==> src/rtl/agu_pkg.sv <==
package agu_pkg;
   typedef enum logic [2:0] {
      AM_OFFSET   = 3'd0,
      AM_SCALED   = 3'd1,
      AM_ABSWR    = 3'd2,
      AM_PINC_IMM = 3'd3,
      AM_PINC_MOD = 3'd4,
      AM_BITREV   = 3'd5,
      AM_CIRC_IMM = 3'd6,
      AM_CIRC_MOD = 3'd7
   } agu_mode_e;
endpackage

==> src/rtl/agu_bitrev.sv <==
module agu_bitrev #(
   parameter int AW = 32,
   parameter int BB = 16
) (
   input  logic [AW-1:0] ptr,
   output logic [AW-1:0] addr
);
   if (BB < 1 || BB > AW) begin : g_bad
      $error("agu_bitrev: BB must lie in 1..AW");
   end

   logic [BB-1:0] rev;
   for (genvar i = 0; i < BB; i++) begin : g_rev
      assign rev[i] = ptr[BB-1-i];
   end

   if (BB == AW) begin : g_full
      assign addr = rev;
   end else begin : g_part
      assign addr = {ptr[AW-1:BB], rev};
   end
endmodule

==> src/rtl/agu_circ_step.sv <==
module agu_circ_step #(
   parameter int AW = 32,
   parameter int LW = 17
) (
   input  logic [AW-1:0] ptr,
   input  logic [AW-1:0] start,
   input  logic [AW-1:0] step,
   input  logic [LW-1:0] len,
   output logic [AW-1:0] next
);
   if (LW >= AW) begin : g_bad
      $error("agu_circ_step: LW must be below AW");
   end

   logic [AW-1:0]          off;
   logic signed [AW+1:0]   sum;
   logic signed [AW+1:0]   len_s;
   logic signed [AW+1:0]   wrapped;

   assign off   = ptr - start;
   assign len_s = $signed({{(AW+2-LW){1'b0}}, len});
   assign sum   = $signed({2'b00, off}) + $signed({step[AW-1], step[AW-1], step});

   always_comb begin
      if (sum >= len_s)
         wrapped = sum - len_s;
      else if (sum < 0)
         wrapped = sum + len_s;
      else
         wrapped = sum;

      if (len != '0 && sum > -len_s && sum < (len_s <<< 1)) begin
         circ_in_window_chk: assert (wrapped >= 0 && wrapped < len_s);
      end
   end

   assign next = (len == '0) ? ptr + step : start + wrapped[AW-1:0];
endmodule

==> src/rtl/dsp_agu.sv <==
module dsp_agu
   import agu_pkg::*;
#(
   parameter int AW  = 32,
   parameter int LW  = 17,
   parameter int IW  = 7,
   parameter int BB  = 16,
   parameter int SW  = 2,
   parameter int SHW = 2
) (
   input  logic          clk,
   input  logic          rst_n,
   input  logic          acc_valid,
   input  logic [2:0]    mode,
   input  logic [31:0]   imm,
   input  logic [SHW-1:0] shamt,
   input  logic [31:0]   mod_reg,
   input  logic [31:0]   circ_start,
   input  logic [SW-1:0] size_log2,
   output logic [31:0]   eff_addr,
   output logic [31:0]   ptr_next,
   output logic [31:0]   ptr_q
);
   localparam int INC_LSB = LW;
   localparam int INC_MSB = LW + IW - 1;

   if (AW != 32) begin : g_bad_aw
      $error("dsp_agu: ports are 32 bits wide, AW must be 32");
   end
   if (INC_MSB >= AW) begin : g_bad_fields
      $error("dsp_agu: length and step fields exceed the modifier width");
   end

   agu_mode_e     md;
   logic [AW-1:0] brev_addr;
   logic [AW-1:0] circ_next;
   logic [AW-1:0] circ_step;
   logic [AW-1:0] reg_step;
   logic [IW-1:0] inc_fld;

   assign md      = agu_mode_e'(mode);
   assign inc_fld = mod_reg[INC_MSB:INC_LSB];
   assign reg_step = {{(AW-IW){inc_fld[IW-1]}}, inc_fld} << size_log2;
   assign circ_step = (md == AM_CIRC_MOD) ? reg_step : imm;

   agu_bitrev #(.AW(AW), .BB(BB)) u_brev (
      .ptr  (ptr_q),
      .addr (brev_addr)
   );

   agu_circ_step #(.AW(AW), .LW(LW)) u_circ (
      .ptr   (ptr_q),
      .start (circ_start),
      .step  (circ_step),
      .len   (mod_reg[LW-1:0]),
      .next  (circ_next)
   );

   always_comb begin
      eff_addr = ptr_q;
      ptr_next = ptr_q;
      unique case (md)
         AM_OFFSET:   eff_addr = ptr_q + imm;
         AM_SCALED:   eff_addr = (ptr_q << shamt) + imm;
         AM_ABSWR: begin
            eff_addr = imm;
            ptr_next = imm;
         end
         AM_PINC_IMM: ptr_next = ptr_q + imm;
         AM_PINC_MOD: ptr_next = ptr_q + mod_reg;
         AM_BITREV: begin
            eff_addr = brev_addr;
            ptr_next = ptr_q + mod_reg;
         end
         AM_CIRC_IMM,
         AM_CIRC_MOD: ptr_next = circ_next;
         default: ;
      endcase
   end

   always_ff @(posedge clk or negedge rst_n) begin
      if (!rst_n)
         ptr_q <= '0;
      else if (acc_valid)
         ptr_q <= ptr_next;
   end


   reset_clear_chk: assert property (@(posedge clk) !rst_n |=> ptr_q == '0);


   offset_hold_chk: assert property (@(posedge clk) disable iff (!rst_n)
      acc_valid && (md == AM_OFFSET || md == AM_SCALED) |=> $stable(ptr_q));


   idle_hold_chk: assert property (@(posedge clk) disable iff (!rst_n)
      !acc_valid |=> $stable(ptr_q));


   abs_load_chk: assert property (@(posedge clk) disable iff (!rst_n)
      acc_valid && md == AM_ABSWR |=> ptr_q == $past(imm));


   post_addr_chk: assert property (@(posedge clk) disable iff (!rst_n)
      (md == AM_PINC_IMM || md == AM_PINC_MOD || md == AM_CIRC_IMM || md == AM_CIRC_MOD)
      |-> eff_addr == ptr_q);


   next_taken_chk: assert property (@(posedge clk) disable iff (!rst_n)
      acc_valid |=> ptr_q == $past(ptr_next));

   if (BB < AW) begin : g_brev_chk

      brev_upper_chk: assert property (@(posedge clk) disable iff (!rst_n)
         md == AM_BITREV |-> eff_addr[AW-1:BB] == ptr_q[AW-1:BB]);
   end
endmodule

==> config.mk <==
export PLATFORM = sky130hd
export DESIGN_NAME = dsp_agu
export DESIGN_NICKNAME = d
export VERILOG_FILES = /design/src/rtl/agu_pkg.sv /design/src/rtl/agu_bitrev.sv /design/src/rtl/agu_circ_step.sv /design/src/rtl/dsp_agu.sv
export SDC_FILE = /design/constraint.sdc
export NUM_CORES = 1
export LEC_CHECK = 0
export ABC_AREA = 1
export BUFFER_PORTS_ARGS = -buffer_cell sky130_fd_sc_hd__buf_2
export CAP_MARGIN = 30
export CORE_ASPECT_RATIO = 2
export CORE_MARGIN = 4
export CORE_UTILIZATION = 55
export DETAILED_ROUTE_END_ITERATION = 10
export HOLD_SLACK_MARGIN = 0.15
export PLACE_DENSITY_LB_ADDON = 0.1
export SKIP_LAST_GASP = 1
export SYNTH_ARGS = -nofsm -noshare
export SYNTH_HDL_FRONTEND = slang
export SYNTH_HIERARCHICAL = 1
export SYNTH_SLANG_ARGS = --single-unit
==> constraint.sdc <==
create_clock -name clk -period 45.4 [get_ports clk]
set_input_delay 13.62 -clock clk [delete_from_list [all_inputs] [get_ports clk]]
set_output_delay 13.62 -clock clk [all_outputs]
set_load 0.01 [all_outputs]
======== Word-level counts from Yosys, hierarchy flattened ========
Cells that the tools add are included.
word-level totals
  input bits .............................. 106
  flip-flop bits (word level) ............. 32
  logic and storage cells ................. 31
  output and inout port bits .............. 96
cells by class
  shift-type cells ........................ 2
  reductions and logical operators ........ 4
  muxes and demuxes ....................... 6
  add/subtract/negate cells ............... 9
  $lt $le $gt $ge ......................... 2
  eq/ne operators ......................... 7
operator list
  operator                                                                number
  32-bit case mux with 4 select lines                                     2
  32-bit adder                                                            5
  32-bit two-way mux                                                      4
  32-bit by 2-bit left shift with 32-bit output                           2
  33-bit by 32-bit adder with 34-bit output                               1
  34-bit by 18-bit >= comparator with 1-bit output                        1
  34-bit by 1-bit < comparator with 1-bit output (second input constant)  1
  32-bit by 18-bit adder with 32-bit output                               1
  32-bit by 18-bit subtractor with 32-bit output                          1
  32-bit subtractor                                                       1
  17-bit logical NOT                                                      1
  3-bit == test (second input constant)                                   4
  3-bit by 2-bit == test with 1-bit output (second input constant)        2
  2-bit OR reduction                                                      2
  3-bit by 1-bit == test with 1-bit output (second input constant)        1
  3-bit logical NOT                                                       1

======== Logic depth before layout (Yosys ltp) ========
Gate-level depths: netlist (run 1).
  depth in word-level cells ............... 9
  gate-level depth with buffers ........... 58
  gate-level depth less buffers ........... 56

======== Cells and area by module ========
The synthesis (run 1) kept the hierarchy.
by module, submodules not included
  module         cells an instance  area each (sq um)  instances  seq. area each (sq um)
  dsp_agu        2093               10895.4            1          800.8
  agu_circ_step  1965               10810.4            1          0.0
  agu_bitrev     32                 240.2              1          0.0

======== Least setup slack after synthesis (run 1) ========
OpenSTA, ideal clock, no wires.
  kind .................................... input to output
  start point ............................. in circ_start[0]
  end point ............................... out ptr_next[28]
  slack ................................... 11.341 ns
  data arrival time ....................... 20.439 ns
  buffers on the path ..................... 2
  cell stages on the path ................. 51
  data required time ...................... 31.780 ns
  path through ............................ ha_1 > fa_1 > o21ai_1 > nand2_1 > nand2_1 > a21boi_1 > o21ai_0 > a21boi_0 > xnor2_1 > ha_1 > nand2_1 > inv_1 > nand2_1 > inv_1 > nand2_1 > nand2_1 > inv_1 > nand2_1 > [15 not listed] > inv_1 > fa_1 > o21ai_0 > a21oi_1 > nor2_1 > o21ai_0 > nand2_1 > nand3_1 > nand3_1 > nand3_1 > nand2_1 > a31oi_1 > xor2_1 > nand2_1 > nand2_1 > a221oi_1 > nand3_1 > and2_1
between the ends
  longest elaborated chain between the ends .. 8
  elaborated cells on any way between the ends .. 11
  classes of those cells .................. 5 x add/sub; 2 x order compare; 4 x mux
ends and longest elaborated chain
  element                                                                                                      RTL line                                  source
  start: declaration                                                                                           dsp_agu.sv:18                             input logic [31:0] circ_start,
  32-bit subtractor                                                                                            agu_circ_step.sv:20                       assign off = ptr - start;
  33-bit by 32-bit adder with 34-bit output                                                                    agu_circ_step.sv:22                       assign sum = $signed({2'b00, off}) + $signed({step[AW-1], step[AW-1], step});
  32-bit by 18-bit adder with 32-bit output or 34-bit by 1-bit < comparator with 1-bit output (tied branches)  agu_circ_step.sv:28, agu_circ_step.sv:27
  32-bit two-way mux                                                                                           agu_circ_step.sv:27                       else if (sum < 0)
  32-bit two-way mux                                                                                           agu_circ_step.sv:25                       if (sum >= len_s)
  32-bit adder (*)                                                                                             agu_circ_step.sv:37                       assign next = (len == '0) ? ptr + step : start + wrapped[AW-1:0];
  32-bit two-way mux (*)                                                                                       agu_circ_step.sv:37
  named net circ_next[28]                                                                                      dsp_agu.sv:36                             logic [AW-1:0] circ_next;
  32-bit case mux with 4 select lines (*)                                                                      dsp_agu.sv:62                             unique case (md)
  end: declaration                                                                                             dsp_agu.sv:21                             output logic [31:0] ptr_next,
The timed path passes the listed nets; every way through them passes the cells marked *.

======== Worst setup path in the final report (run 1) ========
  start point ............................. in circ_start[2]
  end point ............................... out ptr_next[23]
Same word-level chain as after synthesis.

==> parameters.txt, run 1 <==
Parameter                              Value

GRT
  Number of global-route vias before repair    29200
  Overall Global Routing Usage    48.2%
  Total congestion overflow after global routing    0
  Global-route wire length before repair    160 mm
  Met2 usage in global routing    82.8%
  Antenna violations before repair    5
  Met3 track demand over resource    12.1%
  Global-route track usage on met1    41.4%
  GRT busiest layer    met2
  Pin count of the biggest net entering global routing    56

Worst setup path
  Max stage delay cell, worst path    sky130_fd_sc_hd__o21ai_0
  Crit Path Class    primary input to primary output
  Critical-path maximum fanout    32
  Top delay family on crit path    simple AND/OR/NAND/NOR gates
  Cell repeated most along the worst path    sky130_fd_sc_hd__nand2_1
  Critical Path End Type    primary output
  Kind of start point of the critical path    primary input
  Arrival time of data at the critical path endpoint    24.48 ns
  Critical path required time    31.78 ns
  Buf/Inv on CP    5
  Critical Path Max Stage Delay    0.74 ns

Routing
  Initial drt markers    2124
  Average detailed-routed wire length per instance    22.8 um
  Drc violations    0
  Vias after detailed routing    28800
  Detailed-routing iteration count for the pre-antenna-repair pass    8
  Vias per cell    6.09
  Wire length reported by the detailed router    108 mm
  Number of antenna-violating nets in the routed design    0

STA
  Unrepaired setup endpoints after global routing    false
  Setup Skew    0.00936 ns
  Final Max Slew Viols    0
  Highest clock frequency the design can meet    26.2 MHz
  Final hold violation count    0
  Final setup fails    0
  Worst-case headroom to the max-slew limit    33.9%
  Post-layout minimum cycle time    38.10 ns
  Final total negative setup slack    0 ns
  Slew at the pin closest to its max-slew limit    0.992 ns
  Period Utilization, post-route    83.9%

Floorplan
  Die area    0.0434 mm2
  Count of standard-cell rows    103
  Total I/O pin count    202
  Area of the core    0.0394 mm2
  Height of the die    290 um
  Width of the die    149 um
  Initial core utilization    55.7%

Logic synthesis
  Net count after synthesis    4459
  Async S/R FF share, synth    100%
  Top cells by area, synth    sky130_fd_sc_hd__nand2_1 22%, sky130_fd_sc_hd__ha_1 14%, sky130_fd_sc_hd__inv_1 11%
  Yosys cell types    67
  Sequential-to-total area share from yosys stat    3.65%
  #FFs+latches synth    32
  Cell accounting for the most synthesized area    sky130_fd_sc_hd__nand2_1
  Synth warnings    6
  Main flop type after synthesis    sky130_fd_sc_hd__dfrtp_1
  Post-Synthesis Mean Instance Area    5.37 um2
  Number of flops mapped to enable cells by yosys    0
  Post-synth top area share    21.8%
  Post-synthesis cell area    0.0219 mm2
  Number of cells produced by synthesis    4090

Clock tree
  Maximum buffer depth of the clock tree    2
  H-tree Lvls    2
  TritonCTS Sinks    32
  Root buffer cell    sky130_fd_sc_hd__clkbuf_16
  CTS tree    built
  Number of hold buffers added after cts    0
  CTS resizes    0
  Setup Buffers After CTS    0
  Clock transition at the registers of the reported paths    0.07 ns
  Clock latency reported for the late side of the worst-skew pair    0.32 ns
  TritonCTS buffer count    5

Job
  Max-cap violations    0

Place
  Final GP Congestion    1.07
  DP Cell Count    4715
  Port-buffer cells    201
  HPWL after detailed placement    89.2 mm

Final layout
  Largest registers in the final layout    ptr_q x32
  Register with the most flip-flops    ptr_q
  Layout overhead on the synthesized area    6.36%
  Flip-flop count of the largest register after layout    32
  Final core area utilization    59.2%
  Count of non-filler cells in the finished layout    4731
  Filler instances    4392
  Number of nets in the finished design    4572
  Fraction of layout instances using a drive strength above 1    8.33%

Hold path
  Min-delay worst type    flop to flop

Status
  Outcome    finished clean
final timing paths:
path / from / to / slack, ns / cells after the start
min: ptr_q[29] / ptr_q[29] / 0.73 / 2
min in group asynchronous: rst_n / ptr_q[27] / 13.11 / 1
max in group asynchronous: rst_n / ptr_q[11] / 31.86 / 2
min reg2reg: ptr_q[29] / ptr_q[29] / 0.73 / 2
max: circ_start[2] / ptr_next[23] / 7.30 / 48
max reg2reg: ptr_q[2] / ptr_q[23] / 33.91 / 46
final cells by class:
cell class	instances	area (um2)	area share, %
Timing Repair Buffer	222	1200	5.12
Inverter	683	2570	11.0
Multi-Input combinational cell	3259	17900	76.8
Clock inverter	1	30.0	0.129
Clock buffer	7	153	0.654
Antenna cell	2	5.00	0.0214
Tap cell	525	657	2.81
Sequential cell	32	801	3.43
kinds of logic after synthesis:
family,after synthesis,share of synthesized area (%)
compound gates,758,19.7
xor+xnor,124,4.95
fa+ha+maj,263,15.3
buf+inv,799,14.7
flops,32,3.65
mux,30,1.37
simple gates,2084,40.3
Yosys cell counts (all sizes together), types with 2 or more instances:
cell type	count
a211oi	14
a21boi	7
a21o	13
a21oi	303
a221oi	21
a22oi	7
a2bb2oi	2
a31oi	24
a32oi	5
a41oi	3
and2	29
and3	4
buf	77
clkbuf	39
clkinv	2
dfrtp	32
fa	9
ha	254
inv	681
mux2i	30
nand2	1296
nand3	280
nand3b	20
nand4	58
nor2	329
nor3	44
nor4	10
o2111ai	3
o211ai	23
o21a	15
o21ai	281
o21bai	13
o221ai	3
o22a	4
o22ai	3
o31ai	6
o32ai	2
or2	14
xnor2	27
xor2	97
tightest hold or removal path, delay by kind of cell (launching register included):
| kind | cells | cell delay, ns |
|---|---|---|
| flops | 1 | 0.52 |
| simple gates | 2 | 0.17 |
layout by cell type, fill, tap and decap left out, types with 16 or more instances in the layout:
master	instances
sky130_fd_sc_hd__a21oi_1	302
sky130_fd_sc_hd__a221oi_1	21
sky130_fd_sc_hd__a31oi_1	24
sky130_fd_sc_hd__and2_1	28
sky130_fd_sc_hd__buf_2	201
sky130_fd_sc_hd__buf_4	16
sky130_fd_sc_hd__dfrtp_1	32
sky130_fd_sc_hd__ha_1	254
sky130_fd_sc_hd__inv_1	660
sky130_fd_sc_hd__inv_2	20
sky130_fd_sc_hd__mux2i_1	30
sky130_fd_sc_hd__nand2_1	1272
sky130_fd_sc_hd__nand2_2	20
sky130_fd_sc_hd__nand3_1	273
sky130_fd_sc_hd__nand3b_1	20
sky130_fd_sc_hd__nand4_1	58
sky130_fd_sc_hd__nor2_1	298
sky130_fd_sc_hd__nor2_2	23
sky130_fd_sc_hd__nor3_1	39
sky130_fd_sc_hd__o21ai_0	267
sky130_fd_sc_hd__xnor2_1	27
sky130_fd_sc_hd__xor2_1	97
layer usage:
metal  vias up  wire [um]
met5         -         47
met4         6      15800
met3       843       8810
met2      1658      51400
met1     12700      31700
li1      13500          -
per-stage QoR:
| step | worst slack, ns | instance area [um2] | hold WS, ns |
|---|---|---|---|
| 2_1_floorplan | 11.34 | 21900 | 0.653 |
| 3_3_place_gp | 8.02 | 23100 | 0.709 |
| 3_5_place_dp | 7.97 | 23100 | 0.710 |
| 4_1_cts | 7.95 | 23300 | 0.720 |
| 5_1_grt | 6.86 | 23300 | 0.775 |
| 6_report | 7.30 | 23300 | 0.732 |
Power of run 1 is not shown: default switching activity piles up to over one toggle a cycle in this logic, so the estimate is an artifact.
==> inputs of run 2 (changes only) <==
--- a/config.mk
+++ b/config.mk
@@ -5,7 +5,7 @@
 export SDC_FILE = /design/constraint.sdc
 export NUM_CORES = 1
 export LEC_CHECK = 0
-export ABC_AREA = 1
+export ABC_AREA = 0
 export BUFFER_PORTS_ARGS = -buffer_cell sky130_fd_sc_hd__buf_2
 export CAP_MARGIN = 30
 export CORE_ASPECT_RATIO = 2
==> constraint.sdc (replaced) <==
create_clock -name clk -period 36.6 [get_ports clk]
set_input_delay 10.98 -clock clk [delete_from_list [all_inputs] [get_ports clk]]
set_output_delay 10.98 -clock clk [all_outputs]
set_load 0.01 [all_outputs]
==> run 2 against run 1 <==
- global-route usage fell by 11 points
- core utilization up 0.063 points
- synthesized area down 13%
- first-iteration DRC count decreased by 13%
- final cell count shrank 31%
- non-clock buffer count grew 6
==> parameters.txt, run 2 <==
Parameter                              Value

Final layout
  Number of nets in the finished design    3170 (-31%)
  Filler instances    3406 (-22%)
  Largest registers in the final layout    ptr_q x32
  Post-route cell area    0.0204 mm2 (-13%)
  Leading cell type in the layout, fill and taps excluded    sky130_fd_sc_hd__a21oi_1
  Layout overhead on the synthesized area    6.42% (about the same)
  Antenna cells    0 (-2)
  Fraction of layout instances using a drive strength above 1    12.0% (+3.6 points)
  Final core area utilization    59.3% (+0.063 points)
  Count of non-filler cells in the finished layout    3242 (-31%)
  Flip-flop count of the largest register after layout    32 (unchanged)
  Commonest cells after routing, fill and taps aside    281 x sky130_fd_sc_hd__a21oi_1, 261 x sky130_fd_sc_hd__nand2_1, 254 x sky130_fd_sc_hd__ha_1
  Register with the most flip-flops    ptr_q

Clock tree
  Number of hold buffers added after cts    0 (unchanged)
  Maximum buffer depth of the clock tree    2 (unchanged)
  CTS resizes    0 (unchanged)
  CTS tree    built
  TritonCTS Sinks    32 (unchanged)
  Clock latency reported for the late side of the worst-skew pair    0.29 ns (-0.03 ns)
  Root buffer cell    sky130_fd_sc_hd__clkbuf_16
  Clock transition at the registers of the reported paths    0.06 ns (about the same)
  TritonCTS buffer count    5 (unchanged)
  H-tree Lvls    2 (unchanged)
  Setup Buffers After CTS    0 (unchanged)

STA
  Setup Skew    0.00691 ns (-0.00245 ns)
  Final hold violation count    0 (unchanged)
  Slew at the pin closest to its max-slew limit    0.952 ns (-0.0400 ns)
  Unrepaired setup endpoints after global routing    false
  Worst-case headroom to the max-slew limit    36.4% (+2.5 points)
  Final total negative setup slack    0 ns (unchanged)
  Highest clock frequency the design can meet    30.1 MHz
  Final setup fails    0 (unchanged)
  Post-layout minimum cycle time    33.23 ns
  Final Max Slew Viols    0 (unchanged)
  Period Utilization, post-route    90.8%

Worst setup path
  Critical path required time    25.62 ns (-6.16 ns)
  Cell repeated most along the worst path    sky130_fd_sc_hd__a21oi_1
  Max stage delay cell, worst path    sky130_fd_sc_hd__buf_2
  Top delay family on crit path    compound AO/OA/AOI/OAI gates
  Buf/Inv on CP    9 (+4)
  Critical-path maximum fanout    39 (+22%)
  Crit Path Class    primary input to primary output
  Kind of start point of the critical path    primary input
  Critical Path End Type    primary output
  Critical Path Max Stage Delay    0.52 ns (-0.22 ns)
  Arrival time of data at the critical path endpoint    22.25 ns (-2.23 ns)

Logic synthesis
  #FFs+latches synth    32 (unchanged)
  Main flop type after synthesis    sky130_fd_sc_hd__dfrtp_1
  Async S/R FF share, synth    100% (unchanged)
  Synth warnings    6 (unchanged)
  Number of cells produced by synthesis    2713 (-34%)
  Cell accounting for the most synthesized area    sky130_fd_sc_hd__ha_1
  Post-Synthesis Mean Instance Area    7.05 um2 (+31%)
  Number of flops mapped to enable cells by yosys    0 (unchanged)
  Net count after synthesis    3082 (-31%)
  Post-synthesis cell area    0.0191 mm2 (-13%)
  Sequential-to-total area share from yosys stat    4.19% (+0.54 points)
  Top cells by area, synth    sky130_fd_sc_hd__ha_1 17%, sky130_fd_sc_hd__a21oi_1 7.4%, sky130_fd_sc_hd__xnor2_1 5.7%
  Post-synth top area share    16.6% (-5.1 points)
  Most numerous cell types in the synthesized netlist    281 x sky130_fd_sc_hd__a21oi_1, 261 x sky130_fd_sc_hd__nand2_1, 254 x sky130_fd_sc_hd__ha_1, 245 x sky130_fd_sc_hd__nor2_1, 149 x sky130_fd_sc_hd__o21ai_0
  Yosys cell types    102 (+52%)
  Most frequent cell after synthesis    sky130_fd_sc_hd__a21oi_1

Routing
  Vias after detailed routing    22200 (-23%)
  Initial drt markers    1845 (-13%)
  Wire length reported by the detailed router    75.1 mm (-30%)
  Drc violations    0 (unchanged)
  Vias per cell    6.85 (+12%)
  Detailed-routing iteration count for the pre-antenna-repair pass    6 (-2)
  Average detailed-routed wire length per instance    23.2 um (+1.8%)
  Number of antenna-violating nets in the routed design    0 (unchanged)

Floorplan
  Area of the core    0.0344 mm2 (-13%)
  Width of the die    140 um (-6.3%)
  Initial core utilization    55.7% (about the same)
  Total I/O pin count    202 (unchanged)
  Height of the die    272 um (-6.5%)
  Count of standard-cell rows    96 (-6.8%)
  Die area    0.0380 mm2 (-12%)

GRT
  Overall Global Routing Usage    37.2% (-11 points)
  Antenna violations before repair    0 (-5)
  Total congestion overflow after global routing    0 (unchanged)
  Pin count of the biggest net entering global routing    51 (-8.9%)
  Global-route wire length before repair    115 mm (-28%)
  Number of global-route vias before repair    21800 (-25%)

Status
  Outcome    finished clean

Hold path
  Min-delay worst type    flop to flop

Place
  HPWL after detailed placement    61.5 mm (-31%)
  Cell area reported after detailed placement    0.0202 mm2 (-13%)
  DP Cell Count    3234 (-31%)
  Final GP Congestion    1.02 (-5.0%)
  Port-buffer cells    201 (unchanged)

Job
  Max-cap violations    0 (unchanged)
==> run 2: cell count changes after synthesis, moves of 26 or more <==
cell	previous run	this run
sky130_fd_sc_hd__mux4_2	0	36
sky130_fd_sc_hd__nand3_1	273	41
sky130_fd_sc_hd__clkbuf_1	38	92
sky130_fd_sc_hd__o21a_1	15	47
sky130_fd_sc_hd__nand2b_1	0	26
sky130_fd_sc_hd__inv_1	660	131
sky130_fd_sc_hd__nor2b_1	0	29
sky130_fd_sc_hd__nand2_1	1272	261
sky130_fd_sc_hd__a21o_1	13	102
sky130_fd_sc_hd__nor2_1	301	245
sky130_fd_sc_hd__o22ai_1	3	60
sky130_fd_sc_hd__o21ai_1	8	40
sky130_fd_sc_hd__xnor2_1	27	125
sky130_fd_sc_hd__o21ai_0	268	149
==> run 2: cell families after synthesis <==
| kind of cell | after synthesis | share of synthesized area [%] |
|---|---|---|
| compound gates | 1046 | 36.4 |
| mux | 79 | 6.61 |
| fa+ha+maj | 263 | 17.6 |
| xor+xnor | 201 | 9.20 |
| flops | 32 | 4.19 |
| simple gates | 810 | 19.8 |
| buf+inv | 282 | 6.31 |
==> run 2: tightest hold or removal path, stage by stage, from the launching register on <==
cell	delay [ns]
sky130_fd_sc_hd__dfrtp_1	0.55
sky130_fd_sc_hd__nor2_1	0.16
sky130_fd_sc_hd__a21oi_1	0.05
==> run 2: cell type report <==
cell class	count	area, um2	area share [%]
Timing Repair Buffer	228	1210	5.96
Sequential cell	32	801	3.93
Multi-Input combinational cell	2399	17100	84.2
Inverter	135	507	2.49
Clock buffer	7	153	0.750
Tap cell	441	552	2.71
==> run 2: metrics by stage <==
step           hold WS [ns]  setup WS [ns]
3_3_place_gp          0.786           3.60
6_report              0.802           3.37
3_5_place_dp          0.776           3.62
2_1_floorplan         0.703           5.53
4_1_cts               0.785           3.61
5_1_grt               0.847           2.76
==> run 2: path summary, 6_finish.rpt <==
| kind | start | endpoint | slack [ns] | cells past startpoint |
|---|---|---|---|---|
| worst max-delay path | mode[1] | ptr_next[31] | 3.37 | 47 |
| worst min-delay path | ptr_q[31] | ptr_q[31] | 0.80 | 2 |
| worst max register to register | ptr_q[1] | ptr_q[30] | 24.72 | 42 |
| worst min register to register | ptr_q[31] | ptr_q[31] | 0.80 | 2 |
| max in group asynchronous | rst_n | ptr_q[9] | 25.31 | 1 |
| min in group asynchronous | rst_n | ptr_q[23] | 10.76 | 1 |
==> run 2: per-layer routing <==
| metal | global-route usage [%] | part of all wire [%] | up-vias |
|---|---|---|---|
| li1 | - | - | 10400 |
| met2 | 68.0 | 50 | 1084 |
| met3 | 2.93 | 6.0 | 329 |
| met5 | 0 | 0 | - |
| met4 | 26.4 | 8.0 | 0 |
| met1 | 39.5 | 36 | 10400 |
Power of run 2 is left out for the same reason.
